[src/rtl/rate_step_pkg.sv]
package rate_step_pkg;

    typedef enum logic [1:0] {
        STEP_HOLD  = 2'd0,
        STEP_UP    = 2'd1,
        STEP_DOWN  = 2'd2,
        STEP_FLOOR = 2'd3
    } step_cmd_e;

endpackage

[src/rtl/rate_step_decide.sv]
module rate_step_decide
    import rate_step_pkg::*;
#(
    parameter int QW = 8
) (
    input  logic          lock_i,
    input  logic          period_end_i,
    input  logic [QW-1:0] quality_i,
    input  logic [QW-1:0] thr_up_i,
    input  logic [QW-1:0] thr_dn_i,
    output step_cmd_e     cmd_o
);

    logic above_up;
    logic at_or_below_dn;

    always_comb begin
        above_up       = quality_i > thr_up_i;
        at_or_below_dn = quality_i <= thr_dn_i;
        cmd_o          = STEP_HOLD;
        if (!lock_i) begin
            cmd_o = STEP_FLOOR;
        end else if (period_end_i) begin
            if (above_up) begin
                cmd_o = STEP_UP;
            end else if (at_or_below_dn) begin
                cmd_o = STEP_DOWN;
            end
        end
    end

endmodule

[src/rtl/rate_step_exp.sv]
module rate_step_exp
    import rate_step_pkg::*;
#(
    parameter int MAX_EXP = 2,
    localparam int EW = (MAX_EXP < 2) ? 1 : $clog2(MAX_EXP + 1)
) (
    input  logic          clk,
    input  logic          rst_n,
    input  step_cmd_e     cmd_i,
    output logic [EW-1:0] exp_o,
    output logic          changed_o
);

    localparam logic [EW-1:0] EXP_TOP = EW'(MAX_EXP);

    typedef struct packed {
        logic [EW-1:0] exp_val;
    } exp_state_t;

    exp_state_t st_d, st_q;

    always_comb begin
        st_d = st_q;
        unique case (cmd_i)
            STEP_FLOOR: st_d.exp_val = '0;
            STEP_UP: begin
                if (st_q.exp_val < EXP_TOP) st_d.exp_val = st_q.exp_val + 1'b1;
            end
            STEP_DOWN: begin
                if (st_q.exp_val != '0) st_d.exp_val = st_q.exp_val - 1'b1;
            end
            default: st_d = st_q;
        endcase
    end

    always_ff @(posedge clk) begin
        if (!rst_n) st_q <= '0;
        else        st_q <= st_d;
    end

    assign exp_o     = st_q.exp_val;
    assign changed_o = st_d.exp_val != st_q.exp_val;

    p_step_up_r2: assert property (@(posedge clk) disable iff (!rst_n)
        (cmd_i == STEP_UP && exp_o < EXP_TOP) |=> exp_o == $past(exp_o) + 1'b1);
    p_step_down_r3: assert property (@(posedge clk) disable iff (!rst_n)
        (cmd_i == STEP_DOWN && exp_o != '0) |=> exp_o == $past(exp_o) - 1'b1);
    p_clamp_top_r4: assert property (@(posedge clk) disable iff (!rst_n)
        (cmd_i == STEP_UP && exp_o == EXP_TOP) |=> exp_o == EXP_TOP);
    p_clamp_floor_r4: assert property (@(posedge clk) disable iff (!rst_n)
        (cmd_i == STEP_DOWN && exp_o == '0) |=> exp_o == '0);
    p_unlock_floor_r5: assert property (@(posedge clk) disable iff (!rst_n)
        (cmd_i == STEP_FLOOR) |=> exp_o == '0);
    p_hold_r6: assert property (@(posedge clk) disable iff (!rst_n)
        (cmd_i == STEP_HOLD) |=> $stable(exp_o));

endmodule

[src/rtl/rate_step_ce.sv]
module rate_step_ce #(
    parameter int MAX_EXP = 2,
    localparam int EW = (MAX_EXP < 2) ? 1 : $clog2(MAX_EXP + 1),
    localparam int CW = (MAX_EXP < 1) ? 1 : MAX_EXP
) (
    input  logic          clk,
    input  logic          rst_n,
    input  logic [EW-1:0] exp_i,
    input  logic          restart_i,
    output logic          ce_o
);

    typedef struct packed {
        logic [CW-1:0] cnt;
    } ce_state_t;

    ce_state_t     st_d, st_q;
    logic [CW-1:0] last_cnt;

    always_comb begin
        last_cnt = CW'((32'd1 << exp_i) - 32'd1);
        st_d     = st_q;
        if (restart_i || st_q.cnt == last_cnt) st_d.cnt = '0;
        else                                   st_d.cnt = st_q.cnt + 1'b1;
    end

    always_ff @(posedge clk) begin
        if (!rst_n) st_q <= '0;
        else        st_q <= st_d;
    end

    assign ce_o = st_q.cnt == '0;

    p_restart_pulse_r7: assert property (@(posedge clk) disable iff (!rst_n)
        restart_i |=> ce_o);
    p_full_rate_r7: assert property (@(posedge clk) disable iff (!rst_n)
        (exp_i == '0 && !restart_i) |=> ce_o);

endmodule

[src/rtl/rate_step_ctrl.sv]
module rate_step_ctrl
    import rate_step_pkg::*;
#(
    parameter int QW      = 8,
    parameter int MAX_EXP = 2,
    localparam int EW = (MAX_EXP < 2) ? 1 : $clog2(MAX_EXP + 1),
    localparam int DW = MAX_EXP + 1
) (
    input  logic          clk,
    input  logic          rst_n,
    input  logic          lock_i,
    input  logic          period_end_i,
    input  logic [QW-1:0] quality_i,
    input  logic [QW-1:0] thr_up_i,
    input  logic [QW-1:0] thr_dn_i,
    output logic [DW-1:0] div_o,
    output logic          ce_o
);

    step_cmd_e     cmd;
    logic [EW-1:0] exp_q;
    logic          exp_changed;

    rate_step_decide #(.QW(QW)) u_decide (
        .lock_i       (lock_i),
        .period_end_i (period_end_i),
        .quality_i    (quality_i),
        .thr_up_i     (thr_up_i),
        .thr_dn_i     (thr_dn_i),
        .cmd_o        (cmd)
    );

    rate_step_exp #(.MAX_EXP(MAX_EXP)) u_exp (
        .clk       (clk),
        .rst_n     (rst_n),
        .cmd_i     (cmd),
        .exp_o     (exp_q),
        .changed_o (exp_changed)
    );

    rate_step_ce #(.MAX_EXP(MAX_EXP)) u_ce (
        .clk       (clk),
        .rst_n     (rst_n),
        .exp_i     (exp_q),
        .restart_i (exp_changed),
        .ce_o      (ce_o)
    );

    assign div_o = DW'(1) << exp_q;

    p_div_onehot_r8: assert property (@(posedge clk) disable iff (!rst_n)
        $onehot(div_o));
    p_unlock_div_r5: assert property (@(posedge clk) disable iff (!rst_n)
        !lock_i |=> div_o == DW'(1));

endmodule

[config.mk]
export PLATFORM = sky130hd
export DESIGN_NAME = rate_step_ctrl
export DESIGN_NICKNAME = d
export VERILOG_FILES = /design/src/rtl/rate_step_pkg.sv /design/src/rtl/rate_step_decide.sv /design/src/rtl/rate_step_exp.sv /design/src/rtl/rate_step_ce.sv /design/src/rtl/rate_step_ctrl.sv
export SDC_FILE = /design/constraint.sdc
export NUM_CORES = 1
export LEC_CHECK = 0
export BUFFER_PORTS_ARGS = -buffer_cell sky130_fd_sc_hd__buf_4
export CELL_PAD_IN_SITES_DETAIL_PLACEMENT = 0
export CELL_PAD_IN_SITES_GLOBAL_PLACEMENT = 1
export CORE_ASPECT_RATIO = 1.4
export CORE_UTILIZATION = 30
export DETAILED_ROUTE_END_ITERATION = 10
export GPL_TIMING_DRIVEN = 0
export PLACE_DENSITY = 0.8
export REMOVE_ABC_BUFFERS = 1
export SLEW_MARGIN = 20
export SYNTH_ARGS = -nofsm -noshare
export SYNTH_HDL_FRONTEND = slang
export SYNTH_SLANG_ARGS = --single-unit
[constraint.sdc]
create_clock -name clk -period 2.23 [get_ports clk]
set_input_delay 0.223 -clock clk [delete_from_list [all_inputs] [get_ports clk]]
set_output_delay 0.223 -clock clk [all_outputs]
set_load 0.005 [all_outputs]
Word level (Yosys, flattened, before mapping). Index checks and enable logic that the tools add are counted.

Logic and storage cells: 28. Register bits after elaboration: 4. Input bits: 28.

Reductions and logical operators: 4. Bitwise logic cells: 1. Shifts and indexed selects: 2. Add/sub/neg operators: 4. $lt $le $gt $ge: 3. Equality and inequality tests: 5. Multiplexer cells: 7.

Operators by type and width (count): $mux 2 (6); $gt 8x8->1 (1); $le 8x8->1 (1); $pmux 2 s3 (1); $add 2x1->2 const B (2); $eq 2x2->1 const B (2); $sub 2x1->2 const B (2); $shl 1x2->3 const A (1); $eq 2x1->1 const B (1); $eq 2x2->1 (1); $logic_not 2->1 (1); $lt 2x2->1 const B (1); $ne 2x2->1 (1); $reduce_bool 2->1 (1); $reduce_or 2->1 (1); $shl 1x2->2 const A (1); $logic_or 1x1->1 (1); $not 1->1 (1).

Longest topological paths before layout. Gate-level depths: netlist of the first run.

Depth after elaboration: 10. Depth in mapped cells: 9. Mapped depth without buffers: 9.

Cells and area by module. From an unflattened synthesis of the first run, not the netlist that was laid out.

Cell total of the unflattened synthesis: 100. Area, all modules: 763.2 µm².

By module, submodules not included: rate_step_decide (area an instance 404.1 µm², cells each 57, instances 1); rate_step_exp (area an instance 226.5 µm², cells each 28, instances 1); rate_step_ce (area an instance 113.9 µm², cells each 12, instances 1); rate_step_ctrl (area an instance 18.8 µm², cells each 3, instances 1).

Worst setup path after synthesis of the first run. Ideal clock, no wire load.

Path kind: register -> register. Start: register u_exp.st_q (netlist bit u_exp.exp_o[1]). End: register u_ce.st_q[1] (netlist bit). Arrival: 1.858 ns. Setup time: 0.080 ns. Period minus slack after synthesis: 1.937 ns. Data required time: 2.150 ns. Setup slack: 0.293 ns. Stages on the path, launching flop included: 10. Path through: dfxtp_1 -> inv_1 -> ha_1 -> xnor2_1 -> mux2i_1 -> o2111ai_1 -> a41oi_1 -> o22ai_1 -> and2_2 -> nor3b_1.

Cells in the longest elaborated chain, start to end: 6.

Ends and longest elaborated chain: start, declared (line rate_step_exp.sv:20) `exp_state_t st_d, st_q;`; start signal, assigned (line rate_step_exp.sv:38) `else st_q <= st_d;`; $sub 2x1->2 (tied with other cells) (line rate_step_exp.sv:30) `if (st_q.exp_val != '0) st_d.exp_val = st_q.exp_val - 1'b1;`; $mux 2, on equally long branches (line rate_step_exp.sv:30, rate_step_exp.sv:27); $pmux 2 s3 (line rate_step_exp.sv:24) `unique case (cmd_i)`; $ne 2x2->1 (line rate_step_exp.sv:42) `assign changed_o = st_d.exp_val != st_q.exp_val;`; $logic_or 1x1->1 * (line rate_step_ce.sv:23) `if (restart_i || st_q.cnt == last_cnt) st_d.cnt = '0;`; $reduce_or 2->1 (no line) *; end signal, assigned (line rate_step_ce.sv:29) `else st_q <= st_d;`; end, declared (line rate_step_ce.sv:17) `ce_state_t st_d, st_q;`.

Every way passes the cells marked *; elsewhere a longest branch is shown, timed or not. A chain may end at the register's enable or synchronous reset.

Worst setup path in the final report of the first run.
Start: input port quality_i[5]. End: register u_exp.st_q (netlist bit u_exp.exp_o[0]).

Cells in the longest elaborated chain, start to end: 7.

Ends and longest elaborated chain: start, declared (line rate_step_ctrl.sv:13) `input logic [QW-1:0] quality_i,`; $le 8x8->1 (line rate_step_decide.sv:19) `at_or_below_dn = quality_i <= thr_dn_i;`; $mux 2 (line rate_step_decide.sv:26) `end else if (at_or_below_dn) begin`; $mux 2 * (line rate_step_decide.sv:24) `if (above_up) begin`; $mux 2 * (line rate_step_decide.sv:23) `end else if (period_end_i) begin`; $mux 2 * (line rate_step_decide.sv:21) `if (!lock_i) begin`; $eq 2x2->1 / $eq 2x1->1 (equally long branches) (line rate_step_exp.sv:24); $pmux 2 s3 * (line rate_step_exp.sv:24).

Marks and branches as above.

==> results.sh, run 1 <==
export IMPL_synth_xor_area_frac=0.0104
export IMPL_grt_usage=0.147
export IMPL_final_cells=178
export IMPL_gp_congestion=0.890
export IMPL_rrSetupSlack_ns=0.16
export IMPL_layout_min_cycle_time_ns=2.08
export IMPL_dp_hpwl_um=1650
export IMPL_critPathLaunch="quality_i[5]"
export IMPL_status="completed"
export IMPL_drcViolationCount=0
export IMPL_syn2layout_area_growth_pct=39.6
export IMPL_ys_top_cells_by_count="ha_1 (22), inv_1 (20), nor2b_1 (7)"
export IMPL_ys_flop_type="dfxtp_1"
export IMPL_relSlewSlack=0.744
export IMPL_totalWireLength_um=1870
export IMPL_dieHeight_um=64.7
export IMPL_netlist_area_leader_share=0.326
export IMPL_wire_per_inst_um=10.5
export IMPL_ir_drop_mv=0.141
export IMPL_grt_max_degree=9
export IMPL_yosys_cell_count_top_type="ha_1"
export IMPL_cts_root_buf="clkbuf_4"
export IMPL_critPathKind="input pin to flip-flop"
export IMPL_ys_seq_area_frac=0.0950
export IMPL_grt_pass1_wl_um=3450
export IMPL_vias_per_cell=4.92
export IMPL_portBuffers=31
export IMPL_min_path_type="input pin to flip-flop"
export IMPL_antenna_found_initial=0
export IMPL_report_final_setup_viol=0
export IMPL_holdBufCountCts=0
export IMPL_cts_sinks=4
export IMPL_cts_made_buffers=3
export IMPL_worstRegToRegCells=9
export IMPL_grt_overflow=0
export IMPL_nets=194
export IMPL_dpl_cell_count=172
export IMPL_synth_fa_ha_area_frac=0.326
export IMPL_syn_cell_area_um2=843
export IMPL_rsz0062_at_grt="no"
export IMPL_htreeDepth=1
export IMPL_ctsLongestPathBuffers=2
export IMPL_avgSynthCellArea_um2=8.03
export IMPL_drt_iter0_drc=12
export IMPL_clk_pin_slew_ns=0.04
export IMPL_fin_skew_ns=0.00197
export IMPL_synth_top_family_by_area="adder cells"
export IMPL_synthDistinctLibCells=31
export IMPL_maxCapViolCount=0
export IMPL_layout_drive_gt1_share=0.324
export IMPL_synth_seq_cells=4
export IMPL_finalHoldViolCount=0
export IMPL_die_area_mm2=0.00303
export IMPL_drtPass1Iterations=4
export IMPL_cts_tree="yes"
export IMPL_drv_slew=0
export IMPL_synth_area_leaders="ha_1 (33%), dfxtp_1 (9.5%), inv_1 (8.9%), nor2b_1 (5.2%), o211ai_1 (3.6%)"
export IMPL_synth_compound_area_frac=0.217
export IMPL_tightest_slew_ns=0.382
export IMPL_routed_via_count=875
export IMPL_worstPathArrival_ns=2.19
export IMPL_ios=32
export IMPL_clk_latency_ns=0.23
export IMPL_cp_start_kind="input pin"
export IMPL_power_density_mw_per_mm2=291
export IMPL_cp_end_kind="flip-flop"
export IMPL_fin_hold_ws_ns=0.281
export IMPL_fmax_mhz=481
export IMPL_crit_fanout=4
export IMPL_r2r_end="u_ce.st_q[1]$_SDFF_PP0_"
export IMPL_core_area_mm2=0.00264
export IMPL_synth_area_leader_cell="ha_1"
export IMPL_synth_edf_count=0
export IMPL_ys_warn_count=0
export IMPL_grt_pass1_vias=901
export IMPL_initial_utilization=0.319
export IMPL_rows=22
export IMPL_cp_data_required_time_ns=2.34
export IMPL_p_leak_nw=0.601
export IMPL_synthSimpleGateAreaFrac=0.233
export IMPL_finalCritPeriodShare=0.933
export IMPL_async_flop_share=0
export IMPL_postSynthCellCount=105
export IMPL_n_antenna_cell=0
export IMPL_endpoint="u_exp.exp_o[0]$_SDFF_PN0_"
export IMPL_drt_antenna_violating_nets=0
export IMPL_synth_mux_area_frac=0.0297
export IMPL_rr_startpoint="u_exp.exp_o[0]$_SDFF_PN0_"
export IMPL_fp_dieW_um=46.8
==> worst max-delay path: stages <==
cell       delay, ns
buf_4           0.12
ha_1            0.32
a211oi_2        0.20
o21bai_1        0.13
mux2_4          0.30
a2111oi_4       0.46
nor2_1          0.13
a221oi_1        0.25
nor2_1          0.06
==> repair_timing <==
action	4_1_cts	5_1_grt
buffers inserted	0	3
endpoints found under the setup margin	0	3
gates resized for setup	0	4
==> layer usage <==
layer,GRT usage,vias up,wire (um)
met5,0,-,0
met4,0.0429,0,34
met3,0.0167,4,85
met2,0.267,32,993
met1,0.170,391,756
li1,-,448,-
==> sequential cells by signal, summed over array words and instances, names as in the netlist <==
register / flops
u_ce.st_q: 2
u_exp.exp_o: 2
==> how the worst min path moves through the flow <==
stage	from	to	slack, ns	depth (start not counted)
detailed placement	u_ce.st_q[0]$_SDFF_PP0_	u_ce.st_q[0]$_SDFF_PP0_	0.46	1
finish	rst_n	u_exp.exp_o[1]$_SDFF_PN0_	0.28	3
global placement	u_ce.st_q[0]$_SDFF_PP0_	u_ce.st_q[0]$_SDFF_PP0_	0.46	1
floorplan	lock_i	u_exp.exp_o[0]$_SDFF_PN0_	0.37	2
global route	rst_n	u_exp.exp_o[1]$_SDFF_PN0_	0.30	3
CTS	rst_n	u_exp.exp_o[1]$_SDFF_PN0_	0.28	3
==> power breakdown <==
| group | internal (mW) | switching (mW) | total, mW |
|---|---|---|---|
| Sequential | 0.0730 | 0.00265 | 0.0756 |
| Combinational | 0.0979 | 0.0802 | 0.178 |
| Clock | 0.0602 | 0.0289 | 0.0890 |
| Total | 0.231 | 0.112 | 0.343 |
==> cells by family after synthesis <==
kind of cell    count (synthesis)
buf+inv                        20
compound gates                 23
simple gates                   33
flops                           4
fa+ha+maj                      22
xor+xnor                        1
mux                             2
==> stage by stage <==
stage                     setup slack [ns]  power [mW]  area, um2  setup TNS (ns)  utilization
after floorplan                      0.293       0.179        843               0            -
after global placement            -0.00391       0.242       1120        -0.00620        0.424
after global routing               0.00482       0.377       1180               0        0.446
final                                0.150       0.343       1180               0        0.446
after CTS                           0.0185       0.338       1140               0        0.433
after detailed placement           -0.0227       0.246       1120         -0.0425        0.424
==> cell usage in the layout, fill, tap and decap left out, types with 3 or more instances in the layout <==
cell type / instances
nor2b_1: 7
a21oi_1: 5
nor2_1: 5
inv_1: 20
o211ai_1: 4
nand4_1: 4
o21ai_0: 3
buf_4: 34
ha_1: 22
clkbuf_4: 3
nand2_1: 5
==> final cells by class <==
type | count | area, um2
Clock buffer | 3 | 22.5
Fill cell | 283 | 1470
Inverter | 20 | 75.1
Multi-Input combinational cell | 81 | 694
Sequential cell | 4 | 85.1
Tap cell | 36 | 45.0
Timing Repair Buffer | 34 | 255
Note: power is estimated with default switching activity, not from simulation.
==> run 2: changes to the inputs <==
--- a/config.mk
+++ b/config.mk
@@ -5,14 +5,15 @@
 export SDC_FILE = /design/constraint.sdc
 export NUM_CORES = 1
 export LEC_CHECK = 0
-export BUFFER_PORTS_ARGS = -buffer_cell sky130_fd_sc_hd__buf_4
+export ABC_AREA = 1
 export CELL_PAD_IN_SITES_DETAIL_PLACEMENT = 0
 export CELL_PAD_IN_SITES_GLOBAL_PLACEMENT = 1
 export CORE_ASPECT_RATIO = 1.4
 export CORE_UTILIZATION = 30
 export DETAILED_ROUTE_END_ITERATION = 10
+export DONT_BUFFER_PORTS = 1
 export GPL_TIMING_DRIVEN = 0
-export PLACE_DENSITY = 0.8
+export PLACE_DENSITY = 0.69
 export REMOVE_ABC_BUFFERS = 1
 export SLEW_MARGIN = 20
 export SYNTH_ARGS = -nofsm -noshare
==> results.sh, run 2 <==
export IMPL_tns_ns=0
export IMPL_synth_area_leaders="ha_1 (36%), inv_1 (15%), nand2_1 (13%), dfxtp_1 (11%), nand4_1 (4.9%)"
export IMPL_min_path_type="input pin to flip-flop"
export IMPL_clk_pin_slew_ns=0.04
export IMPL_ir_drop_mv=0.243
export IMPL_wire_per_inst_um=10.2
export IMPL_nets=171
export IMPL_cts_resized=0
export IMPL_syn2layout_area_growth_pct=8.57
export IMPL_cts_tree="yes"
export IMPL_syn_cell_area_um2=759
export IMPL_synth_area_leader_cell="ha_1"
export IMPL_final_cell_mix="inv_1 (31), nand2_1 (26), ha_1 (22)"
export IMPL_tightest_slew_ns=0.205
export IMPL_cp_start_kind="input pin"
export IMPL_grt_usage=0.113
export IMPL_fmax_mhz=654
export IMPL_setup_ws_ns=0.701
export IMPL_final_common_cell="inv_1"
export IMPL_antenna_found_initial=0
export IMPL_layout_drive_gt1_share=0.0420
export IMPL_totalWireLength_um=1560
export IMPL_initial_utilization=0.318
export IMPL_ys_seq_area_frac=0.105
export IMPL_dieHeight_um=61.5
export IMPL_drtPass1Iterations=4
export IMPL_rsz0062_at_grt="no"
export IMPL_p_leak_nw=0.493
export IMPL_synthSimpleGateAreaFrac=0.283
export IMPL_finalCritPeriodShare=0.686
export IMPL_ctsLongestPathBuffers=2
export IMPL_synthDistinctLibCells=18
export IMPL_async_flop_share=0
export IMPL_ios=32
export IMPL_die_area_mm2=0.00274
export IMPL_fp_dieW_um=44.5
export IMPL_cp_data_required_time_ns=2.34
export IMPL_drv_slew=0
export IMPL_cts_sinks=4
export IMPL_ys_warn_count=0
export IMPL_synth_top_family_by_area="adder cells"
export IMPL_fin_skew_ns=0.00233
export IMPL_nFillCells=276
export IMPL_netlist_area_leader_share=0.362
export IMPL_ys_flop_type="dfxtp_1"
export IMPL_finalHoldViolCount=0
export IMPL_final_cells=153
export IMPL_synth_compound_area_frac=0.0840
export IMPL_worstPathArrival_ns=1.64
export IMPL_synth_mux_area_frac=0
export IMPL_drt_iter0_drc=24
export IMPL_critPathKind="input pin to flip-flop"
export IMPL_dp_hpwl_um=1460
export IMPL_pre_cts_slack_ns=0.474
export IMPL_grt_pass1_vias=662
export IMPL_placed_cell_area_um2=802
export IMPL_report_final_setup_viol=0
export IMPL_rr_startpoint="u_exp.exp_o[1]$_SDFF_PN0_"
export IMPL_dpl_cell_count=150
export IMPL_synth_seq_cells=4
export IMPL_grt_pass1_wl_um=2370
export IMPL_postSynthCellCount=116
export IMPL_layout_min_cycle_time_ns=1.53
export IMPL_critPathLaunch="thr_up_i[7]"
export IMPL_multiInputGateArea_um2=563
export IMPL_crit_fanout=3
export IMPL_avgSynthCellArea_um2=6.55
export IMPL_vias_per_cell=4.56
export IMPL_cts_root_buf="clkbuf_4"
export IMPL_cts_made_buffers=3
export IMPL_rows=21
export IMPL_synth_fa_ha_area_frac=0.362
export IMPL_fin_util=0.345
export IMPL_maxCapViolCount=0
export IMPL_register_area_um2=80.1
export IMPL_relSlewSlack=0.863
export IMPL_drt_antenna_violating_nets=0
export IMPL_fin_hold_ws_ns=0.0969
export IMPL_gp_congestion=0.746
export IMPL_n_antenna_cell=0
export IMPL_holdBufCountCts=0
export IMPL_ys_top_cells_by_count="inv_1 (31), nand2_1 (26), ha_1 (22)"
export IMPL_status="completed"
export IMPL_min_delay_start="rst_n"
export IMPL_core_area_mm2=0.00239
export IMPL_synth_edf_count=0
export IMPL_p_total_mw=0.264
export IMPL_synth_xor_area_frac=0.0115
export IMPL_htreeDepth=1
export IMPL_power_density_mw_per_mm2=321
export IMPL_grt_max_degree=7
export IMPL_yosys_cell_count_top_type="inv_1"
export IMPL_cp_end_kind="flip-flop"
export IMPL_fin_area_um2=825
export IMPL_cts_setup_buffers=0
export IMPL_drcViolationCount=0
export IMPL_grt_overflow=0
export IMPL_routed_via_count=697
export IMPL_clk_latency_ns=0.23
export IMPL_portBuffers=0
run 2: changes by cell type after synthesis, moves of 4 or more:
cell      previous run  this run
inv_1               20        31
nand2_1              5        26
nand3_1              2         7
nor2b_1              7         0
o211ai_1             4         0
run 2: worst paths after layout:
check,to,slack (ns),cells past startpoint
min,u_exp.exp_o[0]$_SDFF_PN0_,0.1,2
min reg2reg,u_ce.st_q[0]$_SDFF_PP0_,0.46,1
max reg2reg,u_ce.st_q[0]$_SDFF_PP0_,0.71,7
max,u_ce.st_q[0]$_SDFF_PP0_,0.70,11
run 2: where the power goes:
group | leakage [nW] | internal (mW) | total [mW] | switching (mW)
registers | 0.0324 | 0.0750 | 0.0778 | 0.00283
clock network | 0.0138 | 0.0598 | 0.0842 | 0.0243
logic | 0.447 | 0.0422 | 0.102 | 0.0603
total | 0.493 | 0.177 | 0.264 | 0.0875
run 2: cells by family after synthesis:
| logic type | Yosys count |
|---|---|
| xor gates and xnor gates | 1 |
| adders and majority gates | 22 |
| AOI/OAI and AO/OA | 11 |
| buffers and inverters | 31 |
| and+or+nand+nor | 47 |
| DFF | 4 |
run 2: area by class of cell:
type / instances / area share
multi-input cells: 81 / 0.683
clock buffers: 3 / 0.0273
inverters: 31 / 0.141
well taps: 34 / 0.0516
flip-flops and latches: 4 / 0.0971
run 2: critical path, stage by stage:
cell	delay, ns
inv_1	0.02
ha_1	0.28
a21o_1	0.18
nor2_1	0.11
nand2_1	0.09
a21oi_1	0.20
nand4_1	0.16
nand3_1	0.15
nand2_1	0.07
nand3_1	0.09
nor3_1	0.06
run 2: metal layers:
metal  vias to the layer above  global-route usage  part of all wire
met1                       299               0.105              0.39
li1                        379                   -                 -
met2                        19               0.256              0.57
met5                         -                   0                 0
met3                         0             0.00293             0.035
met4                         0              0.0260                 0
